==> config.mk <==
export PLATFORM = sky130hd
export DESIGN_NAME = neg_slope_detect
export DESIGN_NICKNAME = d
export VERILOG_FILES = /design/src/rtl/nsd_pkg.sv /design/src/rtl/nsd_seq.sv /design/src/rtl/nsd_win_cnt.sv /design/src/rtl/nsd_peak_trk.sv /design/src/rtl/neg_slope_detect.sv
export SDC_FILE = /design/constraint.sdc
export NUM_CORES = 1
export LEC_CHECK = 0
export ABC_AREA = 1
export ABC_CLOCK_PERIOD_IN_PS = 4190
export BUFFER_PORTS_ARGS = -buffer_cell sky130_fd_sc_hd__buf_2
export CORE_UTILIZATION = 60
export CTS_BUF_LIST = sky130_fd_sc_hd__clkbuf_2
export DETAILED_ROUTE_END_ITERATION = 8
export GPL_TIMING_DRIVEN = 0
export PLACE_DENSITY = 0.89
export SYNTH_ARGS = -nofsm -noshare
export SYNTH_HDL_FRONTEND = slang
export SYNTH_SLANG_ARGS = --single-unit
==> constraint.sdc <==
create_clock -name clk -period 4.19 [get_ports clk]
set_input_delay 0.419 -clock clk [delete_from_list [all_inputs] [get_ports clk]]
set_output_delay 0.419 -clock clk [all_outputs]
set_load 0.05 [all_outputs]
==> src/rtl/nsd_pkg.sv <==
package nsd_pkg;

    // Phase of the measurement cycle
    typedef enum logic [1:0] {
        PH_SETTLE,
        PH_COUNT,
        PH_REST
    } phase_e;

    // Outcome of comparing one sample against the running peak
    typedef enum logic [1:0] {
        VD_FIRST,
        VD_RISE,
        VD_DROP,
        VD_NEAR
    } verdict_e;

    // Per-clock sequencer events shared with the datapath
    typedef struct packed {
        logic tick;   // sample-clock tick
        logic open;   // counting window is open this clock
        logic start;  // last clock before the window opens
        logic last;   // final clock of the window
    } seq_evt_t;

    function automatic verdict_e judge(input logic have_peak,
                                       input int unsigned smp,
                                       input int unsigned pk,
                                       input int unsigned drop_min);
        if (!have_peak)            return VD_FIRST;
        if (smp > pk)              return VD_RISE;
        if ((pk - smp) >= drop_min) return VD_DROP;
        return VD_NEAR;
    endfunction

endpackage

==> src/rtl/nsd_seq.sv <==
module nsd_seq
    import nsd_pkg::*;
#(
    parameter int CLK_DIV       = 8,
    parameter int PRESET_TICKS  = 1045,
    parameter int CONVERT_TICKS = 2090,
    parameter int PERIOD_TICKS  = 131100
) (
    input  logic     clk,
    input  logic     rst,
    output seq_evt_t evt,
    output logic     gate_n,
    output logic     conv_clk
);
    localparam int GATE_TICKS = PRESET_TICKS + CONVERT_TICKS;
    localparam int DW = (CLK_DIV > 1) ? $clog2(CLK_DIV) : 1;
    localparam int CW = $clog2(PERIOD_TICKS);

    localparam logic [DW-1:0] DIV_LAST  = DW'(CLK_DIV - 1);
    localparam logic [DW-1:0] DIV_HALF  = DW'(CLK_DIV / 2);
    localparam logic [CW-1:0] CYC_LAST  = CW'(PERIOD_TICKS - 1);
    localparam logic [CW-1:0] PRE_LAST  = CW'(PRESET_TICKS - 1);
    localparam logic [CW-1:0] PRE_END   = CW'(PRESET_TICKS);
    localparam logic [CW-1:0] GATE_LAST = CW'(GATE_TICKS - 1);
    localparam logic [CW-1:0] GATE_END  = CW'(GATE_TICKS);

    logic [DW-1:0] div_q;
    logic [CW-1:0] cyc_q;
    logic          tick;
    phase_e        phase;

    assign tick = (div_q == DIV_LAST);

    always_ff @(posedge clk) begin
        if (rst) begin
            div_q <= '0;
            cyc_q <= '0;
        end else begin
            div_q <= tick ? '0 : div_q + 1'b1;
            if (tick) begin
                cyc_q <= (cyc_q == CYC_LAST) ? '0 : cyc_q + 1'b1;
            end
        end
    end

    always_comb begin
        if (cyc_q < PRE_END)       phase = PH_SETTLE;
        else if (cyc_q < GATE_END) phase = PH_COUNT;
        else                       phase = PH_REST;
    end

    always_comb begin
        evt.tick  = tick;
        evt.open  = (phase == PH_COUNT);
        evt.start = tick && (cyc_q == PRE_LAST);
        evt.last  = tick && (cyc_q == GATE_LAST);
    end

    assign gate_n   = (phase == PH_REST);
    assign conv_clk = (div_q < DIV_HALF);

endmodule

==> src/rtl/nsd_win_cnt.sv <==
module nsd_win_cnt
    import nsd_pkg::*;
#(
    parameter int COUNT_W = 10
) (
    input  logic               clk,
    input  logic               rst,
    input  logic               clr,
    input  seq_evt_t           evt,
    input  logic               pulse,
    output logic [COUNT_W-1:0] total
);
    localparam logic [COUNT_W-1:0] CNT_MAX = '1;

    logic [COUNT_W-1:0] acc_q;
    logic               hit;

    assign hit = evt.open && pulse;

    // Running total including this clock's pulse, saturating at the top
    always_comb begin
        if (hit && (acc_q != CNT_MAX)) total = acc_q + 1'b1;
        else                           total = acc_q;
    end

    always_ff @(posedge clk) begin
        if (rst || clr)    acc_q <= '0;
        else if (evt.last) acc_q <= '0;
        else               acc_q <= total;
    end

endmodule

==> src/rtl/nsd_peak_trk.sv <==
module nsd_peak_trk
    import nsd_pkg::*;
#(
    parameter int COUNT_W     = 10,
    parameter int START_TICKS = 5700,
    parameter int DROP_MIN    = 2,
    parameter int EVENTS      = 2
) (
    input  logic               clk,
    input  logic               rst,
    input  logic               en,
    input  seq_evt_t           evt,
    input  logic [COUNT_W-1:0] smp,
    output logic               stb,
    output logic [COUNT_W-1:0] smp_q,
    output logic [COUNT_W-1:0] peak_q,
    output logic               eoc_q
);
    localparam int AW = $clog2(START_TICKS + 1);
    localparam int EW = $clog2(EVENTS + 1);
    localparam logic [AW-1:0] ARM_DONE = AW'(START_TICKS);
    localparam logic [EW-1:0] EV_LAST  = EW'(EVENTS - 1);

    logic [AW-1:0] arm_q;
    logic [EW-1:0] drops_q;
    logic          take_q;
    logic          have_q;
    logic          armed;
    logic          capture;
    verdict_e      vd;

    assign armed   = (arm_q == ARM_DONE);
    assign capture = en && evt.last && take_q;
    assign vd      = judge(have_q, 32'(smp), 32'(peak_q), DROP_MIN);

    always_ff @(posedge clk) begin
        if (rst || !en) begin
            arm_q   <= '0;
            take_q  <= 1'b0;
            have_q  <= 1'b0;
            drops_q <= '0;
            peak_q  <= '0;
            smp_q   <= '0;
            eoc_q   <= 1'b0;
            stb     <= 1'b0;
        end else begin
            stb <= capture;
            if (evt.tick && !armed) arm_q <= arm_q + 1'b1;

            // A window is sampled only if armed before it opens
            if (evt.start)     take_q <= armed;
            else if (evt.last) take_q <= 1'b0;

            if (capture) begin
                smp_q <= smp;
                if (!eoc_q) begin
                    unique case (vd)
                        VD_FIRST: begin
                            peak_q  <= smp;
                            have_q  <= 1'b1;
                            drops_q <= '0;
                        end
                        VD_RISE: begin
                            peak_q  <= smp;
                            drops_q <= '0;
                        end
                        VD_DROP: begin
                            if (drops_q == EV_LAST) eoc_q <= 1'b1;
                            else                    drops_q <= drops_q + 1'b1;
                        end
                        default: drops_q <= '0;
                    endcase
                end
            end
        end
    end

endmodule

==> src/rtl/neg_slope_detect.sv <==
module neg_slope_detect
    import nsd_pkg::*;
#(
    parameter int CLK_DIV       = 8,
    parameter int PRESET_TICKS  = 1045,
    parameter int CONVERT_TICKS = 2090,
    parameter int PERIOD_TICKS  = 131100,
    parameter int START_TICKS   = 5700,
    parameter int COUNT_W       = 10,
    parameter int DROP_MIN      = 2,
    parameter int EVENTS        = 2
) (
    input  logic               clk,
    input  logic               rst,
    input  logic               fast_en,
    input  logic               win_ok,
    input  logic               vfc_pulse,
    output logic               conv_clk,
    output logic               gate_n,
    output logic               sample_stb,
    output logic [COUNT_W-1:0] sample_cnt,
    output logic [COUNT_W-1:0] peak_cnt,
    output logic               eoc
);
    seq_evt_t           evt;
    logic               track_en;
    logic [COUNT_W-1:0] win_total;

    assign track_en = fast_en && win_ok;

    nsd_seq #(
        .CLK_DIV      (CLK_DIV),
        .PRESET_TICKS (PRESET_TICKS),
        .CONVERT_TICKS(CONVERT_TICKS),
        .PERIOD_TICKS (PERIOD_TICKS)
    ) u_seq (
        .clk     (clk),
        .rst     (rst),
        .evt     (evt),
        .gate_n  (gate_n),
        .conv_clk(conv_clk)
    );

    nsd_win_cnt #(
        .COUNT_W(COUNT_W)
    ) u_win (
        .clk  (clk),
        .rst  (rst),
        .clr  (!track_en),
        .evt  (evt),
        .pulse(vfc_pulse),
        .total(win_total)
    );

    nsd_peak_trk #(
        .COUNT_W    (COUNT_W),
        .START_TICKS(START_TICKS),
        .DROP_MIN   (DROP_MIN),
        .EVENTS     (EVENTS)
    ) u_trk (
        .clk   (clk),
        .rst   (rst),
        .en    (track_en),
        .evt   (evt),
        .smp   (win_total),
        .stb   (sample_stb),
        .smp_q (sample_cnt),
        .peak_q(peak_cnt),
        .eoc_q (eoc)
    );

endmodule

After elaboration in Yosys (flattened, before gate mapping)
Index checks and enable logic that the tools add are counted.
{"block": "word_totals", "wordCells": 76, "in_bits": 5, "output_inout_bits": 24, "regBits": 70}
{"block": "classes", "addsub": 6, "n_bitwise": 1, "order_cmp": 5, "n_eq_ne": 12, "mux": 22, "n_reduce_logical": 19}
{"cell": "$ge A32 B2 Y1 const B", "n": 1}
{"cell": "$mux W2", "n": 10}
{"cell": "$add A18 B1 Y18 const B", "n": 1}
{"cell": "$eq A18 B11 Y1 const B", "n": 1}
{"cell": "$eq A18 B12 Y1 const B", "n": 1}
{"cell": "$eq A18 B18 Y1 const B", "n": 1}
{"cell": "$lt A18 B11 Y1 const B", "n": 1}
{"cell": "$lt A18 B12 Y1 const B", "n": 1}
{"cell": "$mux W18", "n": 1}
{"cell": "$add A13 B1 Y13 const B", "n": 1}
{"cell": "$eq A13 B13 Y1 const B", "n": 1}
{"cell": "$sub A10 B10 Y11", "n": 1}
{"cell": "$add A10 B1 Y10 const B", "n": 1}
{"cell": "$gt A10 B10 Y1", "n": 1}
{"cell": "$mux W1", "n": 10}
{"cell": "$mux W10", "n": 1}
{"cell": "$ne A10 B10 Y1 const B", "n": 1}
{"cell": "$reduce_and A3 Y1", "n": 3}
{"cell": "$logic_and A1 B1 Y1", "n": 8}
{"cell": "$eq A2 B1 Y1 const B", "n": 3}
{"cell": "$reduce_or A2 Y1", "n": 3}
{"cell": "$eq A2 B2 Y1 const B", "n": 2}
{"cell": "$add A3 B1 Y3 const B", "n": 1}
{"cell": "$eq A3 B3 Y1 const B", "n": 1}
{"cell": "8 further kinds", "n": 9}

Longest topological paths before layout
Gate-level depths: netlist of the first run.
{"block": "logic_depth", "ltp_word": 18, "ltp_mapped": 31, "depth_no_buf": 31}

Modules after synthesis
A second synthesis of the first run with hierarchy kept.
{"block": "hier_totals", "cells_unflattened": 647, "area_unflattened_um2": 4271.6}
{"module": "nsd_peak_trk", "area_each_um2": 2280.9, "cells_per_inst": 340, "instances": 1, "seq_area_each_um2": 780.7}
{"module": "nsd_seq", "area_each_um2": 1306.3, "cells_per_inst": 202, "instances": 1, "seq_area_each_um2": 420.4}
{"module": "nsd_win_cnt", "area_each_um2": 674.4, "cells_per_inst": 103, "instances": 1, "seq_area_each_um2": 200.2}
{"module": "neg_slope_detect", "area_each_um2": 10.0, "cells_per_inst": 2, "instances": 1, "seq_area_each_um2": 0.0}

Worst setup path after synthesis of the first run
OpenSTA, ideal clock, no wires.
{"block": "synth_path", "path_kind": "flip-flop to flip-flop", "startpoint": "register u_seq.cyc_q[0]", "endpoint": "register u_trk.peak_q[7]", "setup_slack_ns": 0.491, "path_buffers": 1, "stages_incl_launch_ff": 29, "synth_period_minus_slack_ns": 3.699, "setup_time_ns": 0.138, "arrival_time_ns": 3.561, "required_ns": 4.052, "path_cell_list": "dfxtp_1 inv_1 ha_1 inv_1 nand3_1 nand2_1 nand2_2 a21oi_4 nand2_1 nor2_1 inv_1 or2_2 nand2_1 inv_1 ha_1 nand2_1 o21ai_0 a21oi_1 o21ai_0 inv_1 nor2_1 nand3_4 nand2_4 nand3_4 a21oi_4 nor2_4 buf_6 nor2_1 a211oi_2"}
{"block": "synth_via", "elab_chain_len": 18, "word_cells_on_any_way": 29, "classes_between": "1 x add/sub; 4 x order compare; 3 x eq/ne; 13 x mux; 8 x reduce/logical"}
{"element": "from (decl)", "line": "nsd_seq.sv:28", "rtl": "logic [CW-1:0] cyc_q;"}
{"element": "from (signal assigned)", "line": "nsd_seq.sv:41", "rtl": "cyc_q <= (cyc_q == CYC_LAST) ? '0 : cyc_q + 1'b1;"}
{"element": "$lt A18 B12 Y1", "line": "nsd_seq.sv:48", "rtl": "else if (cyc_q < GATE_END) phase = PH_COUNT;"}
{"element": "$mux W2", "line": "nsd_seq.sv:48"}
{"element": "$mux W2", "line": "nsd_seq.sv:47", "rtl": "if (cyc_q < PRE_END) phase = PH_SETTLE;"}
{"element": "$eq A2 B1 Y1", "line": "nsd_seq.sv:54", "rtl": "evt.open = (phase == PH_COUNT);"}
{"element": "$logic_and A1 B1 Y1", "line": "nsd_win_cnt.sv:18", "rtl": "assign hit = evt.open && pulse;"}
{"element": "$logic_and A1 B1 Y1", "line": "nsd_win_cnt.sv:22", "rtl": "if (hit && (acc_q != CNT_MAX)) total = acc_q + 1'b1;"}
{"element": "$mux W10", "line": "nsd_win_cnt.sv:22"}
{"element": "$sub A10 B10 Y11", "line": "nsd_pkg.sv:32", "rtl": "if ((pk - smp) >= drop_min) return VD_DROP;"}
{"element": "$ge A32 B2 Y1", "line": "nsd_pkg.sv:32"}
{"element": "$mux W1 (2 in series)", "line": "nsd_pkg.sv:32"}
{"element": "$mux W1", "line": "nsd_pkg.sv:31", "rtl": "if (smp > pk) return VD_RISE;"}
{"element": "$mux W2", "line": "nsd_pkg.sv:33", "rtl": "return VD_NEAR;"}
{"element": "$mux W2", "line": "nsd_pkg.sv:32"}
{"element": "$mux W2", "line": "nsd_pkg.sv:31"}
{"element": "$eq A2 B1 Y1 / $logic_not A2 Y1 (equally long branches)", "line": "nsd_peak_trk.sv:57", "rtl": "unique case (vd)"}
{"element": "$reduce_or A2 Y1 (no line)"}
{"element": "$reduce_and A3 Y1 (no line)"}
{"element": "to (signal assigned)", "line": "nsd_peak_trk.sv:59", "rtl": "peak_q <= smp;"}
{"element": "to (signal assigned)", "line": "nsd_peak_trk.sv:64", "rtl": "peak_q <= smp;"}
{"element": "to (decl)", "line": "nsd_peak_trk.sv:16", "rtl": "output logic [COUNT_W-1:0] peak_q,"}
Parallel ways exist; a longest one is shown, timed or not. The select of a mux whose other input is x is not followed.
A chain may end at the register's enable or synchronous reset.

Worst setup path after layout of the first run
{"block": "layout_path", "startpoint": "register u_seq.cyc_q[0]", "endpoint": "register u_trk.peak_q[8]"}
Same word-level chain as after synthesis.

==> flow_summary_export.csv, run 1 <==
group,metric,value,unit
yosys,synth_area_per_cell,7.40,um2
yosys,ys_seq_elements,70,
cts,clk_pin_slew,0.22,ns
worst_hold_path,min_from,"rst",
cts,htreeDepth,3,
global_route,track_usage,26.6,%
power,ir_worst_vdd,0.273,mV
power,finalPower,1.13,mW
final_layout,area_delta_synth_final,10.3,%
timing,finalSetupViolations,0,
final_layout,fin_nets,576,
setup_path,cp_data_required_time,4.58,ns
setup_path,r2r_cells,28,
power,p_comb_share,2.3,%
timing,post-route-period-util,92.3,%
cts,cts_buffer_depth,2,
cts,cts_tree,"built",
cts,holdBufCountCts,0,
yosys,ys_seq_area_share,36.9,%
detailed_routing,ant_nets,0,
yosys,syn_nets,538,
cts,root_buffer,"clkbuf_2",
floorplan,num_rows,28,
floorplan,ios,29,
global_route,grt_pass1_wl,13500,um
run_status,outcome,"finished, final reports clean",
floorplan,start_util,63.0,%
timing,fin_skew,0.0458,ns
timing,rsz0062_at_grt,"no",
detailed_routing,first_iter_violations,185,
flow_run,cap_violations,0,
setup_path,crit_fanout,10,
cts,cts_buffers,9,
setup_path,crit_start,"u_seq.cyc_q[0]",
cts,clk_latency,0.53,ns
floorplan,die_w,81.5,um
timing,drv_slew,0,
yosys,synth_cells,513,
worst_hold_path,hp-class,"in -> reg",
power,powerDensity,271,nW/um2
yosys,synth_edf_count,0,
timing,worst_slew_pin_slew,0.691,ns
detailed_routing,wirelength,8180,um
final_layout,finalInstanceArea,4190,um2
setup_path,cp-start-kind,"flip-flop",
yosys,netlist-cell-type-count,39,
yosys,synth_top_flop_cell,"dfxtp_1",
detailed_routing,num_vias,3451,
global_route,grt_pass1_vias,3166,
worst_hold_path,hold_depth,2,
final_layout,antenna_cells,0,
detailed_routing,dr.pass1.iters,5,
power,power.share.sequential,59.2,%
final_layout,final_cell_mix,"inv_1, nor2_1, dfxtp_1, nand2_1, nand3_1",
timing,max_slew_margin,53.8,%
placement,io_buffers,27,
setup_path,crit_slowest_cell,"dfxtp_2",
cts,cts.sinks,70,
timing,min_period,3.87,ns
timing,hold_viol_final,0,
detailed_routing,wire_per_inst,13.0,um
placement,place.gp.congestion,0.907,
setup_path,r2r_start,"u_seq.cyc_q[0]",
global_route,antenna_found_initial,0,
power,p_int,0.875,mW
yosys,synth_area,3790,um2
final_layout,fillers,532,
setup_path,setup.worst_path.end_class,"flip-flop",
final_layout,mostFrequentLayoutCell,"inv_1",
setup_path,path_class,"reg -> reg",
timing,fmax,0.259,GHz
setup_path,crit_top_cell,"inv_1",
placement,dpl.hpwl,6230,um
yosys,synthArstFlopShare,0,%
final_layout,drive_gt1_share,14.9,%
floorplan,dieArea,6650,um2
timing,finalSetupTns,0,ns
floorplan,core,6030,um2
power,p_sw,0.258,mW
power,leakage,1.79,nW
global_route,gr-total-overflow,0,
floorplan,dieHeight,81.5,um
detailed_routing,via_per_inst,5.47,
placement,dpl_cell_area,4020,um2
timing,holdWs,0.335,ns
power,swShare,22.7,%
global_route,grt_max_degree,12,
yosys,ys_warn_count,0,
cts,postCtsSetupBuffers,0,
setup_path,critPathMaxStageDelay,0.39,ns
setup_path,arrival,4.26,ns
power,pwr-share-clk,38.5,%
detailed_routing,drc,0,
==> critical path: cells and delay by family, from the launching register on <==
kind,cells,cell delay [ns]
buffers and inverters,6,0.55
DFF,1,0.39
AOI/OAI and AO/OA,6,0.85
and+or+nand+nor,14,1.49
adders and majority gates,2,0.49
==> logic make-up (layout without fill, tap and decap cells) <==
kind of cell,after synthesis,after routing,synth area share [%]
and+or+nand+nor,226,226,28.0
buffers and inverters,100,143,10.1
AOI/OAI and AO/OA,80,80,14.2
DFF,70,70,36.9
adders and majority gates,20,20,6.79
xor gates and xnor gates,17,17,3.92
==> cell usage after synthesis (2+ instances only) <==
cell      number  area [um2]
a211oi_1       5        37.5
a211oi_2       7        87.6
a21oi_1       30         150
a21oi_4        3        48.8
clkbuf_1       6        22.5
dfxtp_1       70        1400
ha_1          19         238
inv_1         87         327
inv_2          5        18.8
nand2_1       67         251
nand2_2        5        31.3
nand2_4        3        33.8
nand3_1       31         155
nand3_2        3        30.0
nand3_4        2        35.0
nand3b_1       2        15.0
nand4_1       11        68.8
nor2_1        76         285
nor2_2         2        12.5
nor3_1        14        70.1
nor4_1         4        25.0
o21ai_0       23         115
o221ai_1       7        61.3
xnor2_1        6        52.6
xor2_1        11        96.3
==> layer usage <==
layer / up-vias / wire, um / global-route usage [%]
li1: 1751 / - / -
met1: 1596 / 3740 / 32.1
met2: 94 / 3830 / 45.0
met3: 10 / 515 / 7.56
met4: 0 / 91 / 8.93
met5: - / 0 / 0
==> final timing paths <==
check                         end  slack, ns
setup / recovery  u_trk.peak_q[8]       0.32
hold / removal     u_seq.cyc_q[9]       0.33
setup reg to reg  u_trk.peak_q[8]       0.32
hold reg to reg    u_seq.div_q[0]       0.43
==> stage by stage <==
| stage | util (%) | instances | setup slack [ns] |
|---|---|---|---|
| 3_5_place_dp | 66.8 | 615 | 0.0248 |
| 4_1_cts | 68.9 | 631 | 0.0732 |
| 5_1_grt | 69.5 | 631 | 0.00710 |
| 2_1_floorplan | - | 513 | 0.491 |
| 6_report | 69.5 | 631 | 0.322 |
| 3_3_place_gp | 66.8 | 615 | 0.112 |
==> final cells by class <==
class	instances	area (um2)	area share [%]
plain buffers	8	38.8	0.927
inverters	92	345	8.25
well taps	75	93.8	2.24
flip-flops and latches	70	1400	33.5
clock inverters	5	73.8	1.76
repair buffers	27	135	3.23
multi-input cells	343	2040	48.8
clock buffers	11	55.1	1.32
==> power groups by stage <==
| stage | Clock, mW | Sequential (mW) | Combinational [mW] |
|---|---|---|---|
| after floorplan | 0 | 0.684 | 0.0182 |
| after CTS | 0.439 | 0.670 | 0.0264 |
| after detailed placement | 0 | 0.684 | 0.0264 |
| after global routing | 0.472 | 0.671 | 0.0291 |
| final | 0.435 | 0.670 | 0.0266 |
| after global placement | 0 | 0.684 | 0.0253 |
==> flip-flops by register name (all words and copies together), names as in the netlist <==
| name | cells |
|---|---|
| u_win.acc_q | 10 |
| u_seq.cyc_q | 18 |
| u_seq.div_q | 3 |
| u_trk.have_q | 1 |
| u_trk.peak_q | 10 |
| u_trk.eoc_q | 1 |
| u_trk.stb | 1 |
| u_trk.smp_q | 10 |
| u_trk.take_q | 1 |
| u_trk.drops_q | 2 |
| u_trk.arm_q | 13 |
==> what timing repair did <==
| action | 4_1_cts | 5_1_grt |
|---|---|---|
| setup endpoints to repair | 3 | 13 |
| resized for setup | 1 | 7 |
| hold endpoints to repair | 0 | 0 |
Note: power is estimated with default switching activity, not from simulation.
==> run 2: changes to the inputs <==
--- a/config.mk
+++ b/config.mk
@@ -8,11 +8,11 @@
 export ABC_AREA = 1
 export ABC_CLOCK_PERIOD_IN_PS = 4190
 export BUFFER_PORTS_ARGS = -buffer_cell sky130_fd_sc_hd__buf_2
-export CORE_UTILIZATION = 60
+export CORE_UTILIZATION = 40
 export CTS_BUF_LIST = sky130_fd_sc_hd__clkbuf_2
 export DETAILED_ROUTE_END_ITERATION = 8
 export GPL_TIMING_DRIVEN = 0
-export PLACE_DENSITY = 0.89
+export PLACE_DENSITY = 0.66
 export SYNTH_ARGS = -nofsm -noshare
 export SYNTH_HDL_FRONTEND = slang
 export SYNTH_SLANG_ARGS = --single-unit
==> flow_summary_export.csv, run 2 (synthesis results as in run 1) <==
group,metric,value,unit
timing,worst_slew_pin_slew,0.616,ns
detailed_routing,wire_per_inst,12.1,um
placement,dpl.hpwl,6240,um
run_status,outcome,"finished, final reports clean",
final_layout,final_cell_mix,"inv_1, nor2_1, dfxtp_1, nand2_1, nand3_1",
timing,min_period,3.90,ns
detailed_routing,ant_nets,0,
final_layout,multi_input_area,2050,um2
setup_path,critPathMaxStageDelay,0.38,ns
cts,root_buffer,"clkbuf_2",
final_layout,antenna_cells,0,
timing,fin_skew,0.0254,ns
detailed_routing,drc,0,
detailed_routing,via_per_inst,4.93,
floorplan,num_rows,35,
placement,place_ws,-0.0779,ns
floorplan,core,9200,um2
placement,dp.cells,651,
timing,drv_slew,0,
cts,holdBufCountCts,0,
global_route,grt_pass1_wl,13900,um
global_route,track_usage,17.6,%
setup_path,cp_data_required_time,4.55,ns
setup_path,crit_slowest_cell,"dfxtp_2",
setup_path,setup.worst_path.end_class,"flip-flop",
final_layout,ff_latch_area,1400,um2
floorplan,dieArea,9880,um2
timing,setup_ws,0.293,ns
final_layout,area_delta_synth_final,10.8,%
floorplan,die_w,99.4,um
setup_path,crit_fanout,10,
power,powerDensity,237,nW/um2
final_layout,largest_reg_flops,18,
final_layout,fin_nets,579,
worst_hold_path,hp-class,"in -> reg",
global_route,antenna_found_initial,0,
cts,cts_tree,"built",
cts,clk_latency,0.48,ns
cts,clk_pin_slew,0.17,ns
worst_hold_path,min_from,"rst",
timing,finalSetupTns,0,ns
floorplan,start_util,41.3,%
placement,place.gp.congestion,0.897,
timing,finalSetupViolations,0,
detailed_routing,wirelength,8100,um
floorplan,ios,29,
setup_path,r2r_start,"u_seq.cyc_q[0]",
final_layout,fillers,927,
cts,cts_buffer_depth,2,
global_route,grt_max_degree,11,
timing,holdWs,0.358,ns
final_layout,largestRegisters,"u_seq.cyc_q x18, u_trk.arm_q x13",
setup_path,r2r_cells,28,
setup_path,timing.rr.end,"u_trk.peak_q[9]",
final_layout,drive_gt1_share,15.8,%
global_route,gr-total-overflow,0,
detailed_routing,first_iter_violations,115,
flow_run,cap_violations,0,
power,ir_worst_vdd,0.104,mV
setup_path,path_class,"reg -> reg",
setup_path,worstSetupEndpoint,"u_trk.peak_q[9]",
detailed_routing,dr.pass1.iters,4,
timing,max_slew_margin,58.8,%
detailed_routing,num_vias,3298,
final_layout,largest-register,"u_seq.cyc_q",
timing,fmax,0.257,GHz
cts,htreeDepth,3,
global_route,grt_pass1_vias,3098,
floorplan,dieHeight,99.4,um
final_layout,instances_no_fill,669,
timing,hold_viol_final,0,
setup_path,arrival,4.26,ns
cts,cts_buffers,9,
setup_path,rrSetupSlack,0.29,ns
timing,post-route-period-util,93.0,%
setup_path,cp-start-kind,"flip-flop",
final_layout,mostFrequentLayoutCell,"inv_1",
setup_path,crit_start,"u_seq.cyc_q[0]",
setup_path,crit_top_cell,"inv_1",
cts,cts.sinks,70,
power,leakage,1.78,nW
placement,io_buffers,27,
## run 2: changes by cell type in the layout (fill, tap and decap cells not counted), sizes merged
cell    previous run  this run
clkbuf            17        18
buf               29        32
bufinv             2         0
## run 2: final cells by class
cell class	instances	share of cell area (%)
sequential	70	33.4
buffer	8	0.922
inverter	92	8.21
multi-input combinational	343	48.7
clock inverter	3	0.298
timing repair buffer	30	3.75
tap	111	3.30
clock buffer	12	1.43
## run 2: worst max-delay path: cells and delay by family (launching register included)
kind                       cells  cell delay, ns
and+or+nand+nor               14            1.49
AOI/OAI and AO/OA              6            0.93
buffers and inverters          6            0.49
adders and majority gates      2            0.49
DFF                            1            0.38
## run 2: worst min-delay path by stage
stage,to,slack (ns),depth (start not counted)
global route,u_seq.cyc_q[9],0.34,2
global placement,u_seq.div_q[0],0.41,1
finish,u_seq.cyc_q[14],0.36,2
detailed placement,u_seq.div_q[0],0.42,1
CTS,u_seq.cyc_q[14],0.33,2
floorplan,u_seq.div_q[0],0.40,1
## run 2: metal layers
metal | GRT usage, % | up-vias | part of all wire, %
met5 | 0 | - | 0
met3 | 3.16 | 13 | 2.5
li1 | - | 1753 | -
met1 | 22.8 | 1488 | 50
met2 | 28.6 | 44 | 45
met4 | 7.47 | 0 | 1.9
## run 2: power breakdown
group          internal [mW]  switching, mW  total, mW
sequential             0.669        0.00110      0.670
combinational        0.00684         0.0199     0.0267
clock                 0.0782          0.221      0.299
## run 2: metrics by stage
step                total power [mW]  cell area, um2  util, %
floorplan                      0.702            3790        -
global placement               0.710            4070     44.2
detailed placement             0.711            4070     44.2
CTS                             1.01            4140     45.0
global route                    1.04            4210     45.7
finish                         0.996            4210     45.7
## run 2: timing repair
item,in CTS,in global routing
gates resized for setup,1,12
buffers inserted,0,3
pin swaps,0,4
setup endpoints to repair,12,13
==> run 3: changes to the inputs <==
--- a/config.mk
+++ b/config.mk
@@ -6,13 +6,15 @@
 export NUM_CORES = 1
 export LEC_CHECK = 0
 export ABC_AREA = 1
-export ABC_CLOCK_PERIOD_IN_PS = 4190
+export ABC_CLOCK_PERIOD_IN_PS = 4900
 export BUFFER_PORTS_ARGS = -buffer_cell sky130_fd_sc_hd__buf_2
+export CELL_PAD_IN_SITES_DETAIL_PLACEMENT = 1
+export CELL_PAD_IN_SITES_GLOBAL_PLACEMENT = 1
 export CORE_UTILIZATION = 40
 export CTS_BUF_LIST = sky130_fd_sc_hd__clkbuf_2
 export DETAILED_ROUTE_END_ITERATION = 8
 export GPL_TIMING_DRIVEN = 0
-export PLACE_DENSITY = 0.66
+export PLACE_DENSITY = 0.82
 export SYNTH_ARGS = -nofsm -noshare
 export SYNTH_HDL_FRONTEND = slang
 export SYNTH_SLANG_ARGS = --single-unit
==> constraint.sdc (replaced) <==
create_clock -name clk -period 4.9 [get_ports clk]
set_input_delay 0.49 -clock clk [delete_from_list [all_inputs] [get_ports clk]]
set_output_delay 0.49 -clock clk [all_outputs]
set_load 0.05 [all_outputs]
==> flow_summary_export.csv, run 3 (synthesis results as in run 1) <==
group,metric,value,unit
timing,hold_viol_final,0,
detailed_routing,via_per_inst,5.20,
power,ir_worst_vdd,0.104,mV
global_route,grt_max_degree,12,
detailed_routing,num_vias,3471,
floorplan,start_util,41.3,%
cts,ctsResizeCount,0,
setup_path,path_class,"reg -> reg",
cts,cts_buffer_depth,2,
detailed_routing,drc,0,
cts,clk_pin_slew,0.19,ns
global_route,grt_pass1_wl,16300,um
setup_path,timing.rr.end,"u_trk.peak_q[8]",
setup_path,critPathMaxStageDelay,0.43,ns
setup_path,setup.worst_path.end_class,"flip-flop",
placement,dp.cells,651,
placement,place.gp.congestion,0.856,
setup_path,r2r_start,"u_seq.cyc_q[0]",
detailed_routing,ant_nets,0,
final_layout,area_delta_synth_final,9.92,%
timing,max_slew_margin,55.6,%
cts,cts.sinks,70,
placement,dpl.hpwl,7660,um
worst_hold_path,hold_depth,2,
timing,fmax,0.227,GHz
setup_path,r2r_cells,28,
flow_run,cap_violations,0,
run_status,outcome,"finished, final reports clean",
worst_hold_path,whs_endpoint,"u_seq.cyc_q[10]",
cts,htreeDepth,3,
floorplan,ios,29,
timing,post-route-period-util,89.9,%
timing,worst_slew_pin_slew,0.664,ns
floorplan,die_w,99.4,um
final_layout,instances_no_fill,667,
power,leakage,1.77,nW
timing,drv_slew,0,
setup_path,rrSetupSlack,0.49,ns
final_layout,mostFrequentLayoutCell,"inv_1",
setup_path,cp-start-kind,"flip-flop",
setup_path,crit_fanout,10,
floorplan,dieHeight,99.4,um
cts,postCtsSetupBuffers,0,
final_layout,antenna_cells,0,
global_route,antenna_found_initial,0,
power,powerDensity,221,nW/um2
detailed_routing,wirelength,9660,um
floorplan,core,9200,um2
floorplan,num_rows,35,
cts,cts_tree,"built",
worst_hold_path,min_from,"rst",
setup_path,crit_top_cell,"inv_1",
detailed_routing,first_iter_violations,76,
final_layout,fin_nets,576,
timing,setup_ws,0.493,ns
cts,root_buffer,"clkbuf_2",
power,finalPower,0.921,mW
floorplan,dieArea,9880,um2
final_layout,final_cell_mix,"inv_1, nor2_1, dfxtp_1, nand2_1, nand3_1",
final_layout,largest-register,"u_seq.cyc_q",
timing,rsz0062_at_grt,"no",
global_route,grt_pass1_vias,3551,
timing,finalSetupTns,0,ns
timing,finalSetupViolations,0,
timing,fin_skew,0.0202,ns
detailed_routing,wire_per_inst,14.5,um
worst_hold_path,hp-class,"in -> reg",
final_layout,drive_gt1_share,13.7,%
final_layout,largest_reg_flops,18,
cts,holdBufCountCts,0,
detailed_routing,dr.pass1.iters,4,
setup_path,arrival,4.81,ns
cts,cts_buffers,9,
placement,place_ws,0.510,ns
timing,min_period,4.41,ns
final_layout,largestRegisters,"u_seq.cyc_q x18, u_trk.arm_q x13",
global_route,track_usage,20.8,%
global_route,gr-total-overflow,0,
placement,io_buffers,27,
setup_path,cp_data_required_time,5.30,ns
setup_path,crit_slowest_cell,"dfxtp_1",
cts,clk_latency,0.54,ns
-- run 3: critical path, delay by kind of cell (launching register included) --
kind                       cells  cell delay [ns]
AOI/OAI and AO/OA              6             1.10
DFF                            1             0.43
adders and majority gates      2             0.60
buffers and inverters          6             0.60
and+or+nand+nor               14             1.58
-- run 3: final cells by class --
class / count / area (um2)
fillers: 1199 / 5020
multi-input cells: 343 / 2010
flip-flops and latches: 70 / 1400
inverters: 92 / 345
well taps: 111 / 139
repair buffers: 27 / 135
clock inverters: 6 / 52.6
clock buffers: 10 / 50.0
plain buffers: 8 / 38.8
-- run 3: worst max path at each step --
stage,startpoint,end,slack [ns],cells past startpoint
3_3_place_gp,u_seq.cyc_q[0],u_trk.peak_q[8],0.74,28
4_1_cts,u_seq.cyc_q[0],u_trk.peak_q[8],0.46,28
5_1_grt,u_seq.cyc_q[0],u_trk.peak_q[8],0.06,28
3_5_place_dp,u_seq.cyc_q[0],u_trk.peak_q[8],0.51,28
6_report,u_seq.cyc_q[0],u_trk.peak_q[8],0.49,28
2_1_floorplan,u_seq.cyc_q[0],u_trk.peak_q[7],1.20,28
-- run 3: report_power, final --
part	leakage (nW)	internal, mW	switching (mW)	total (mW)
combinational	1.14	0.00583	0.0180	0.0238
sequential	0.564	0.572	0.00109	0.573
clock	0.0705	0.114	0.210	0.324
-- run 3: layer usage --
layer | vias up | part of all wire (%) | wire length (um) | track usage, %
li1 | 1741 | - | - | -
met1 | 1680 | 45 | 4370 | 24.2
met2 | 39 | 51 | 4920 | 38.6
met3 | 11 | 2.8 | 272 | 4.36
met4 | 0 | 0.96 | 93 | 5.66
met5 | - | 0 | 0 | 0
-- run 3: stage by stage --
| stage | area (um2) | utilization [%] | hold slack [ns] |
|---|---|---|---|
| 6_report | 4170 | 45.4 | 0.392 |
| 5_1_grt | 4170 | 45.4 | 0.363 |
| 4_1_cts | 4170 | 45.4 | 0.374 |
| 3_5_place_dp | 4070 | 44.2 | 0.417 |
| 3_3_place_gp | 4070 | 44.2 | 0.407 |
| 2_1_floorplan | 3790 | - | 0.399 |
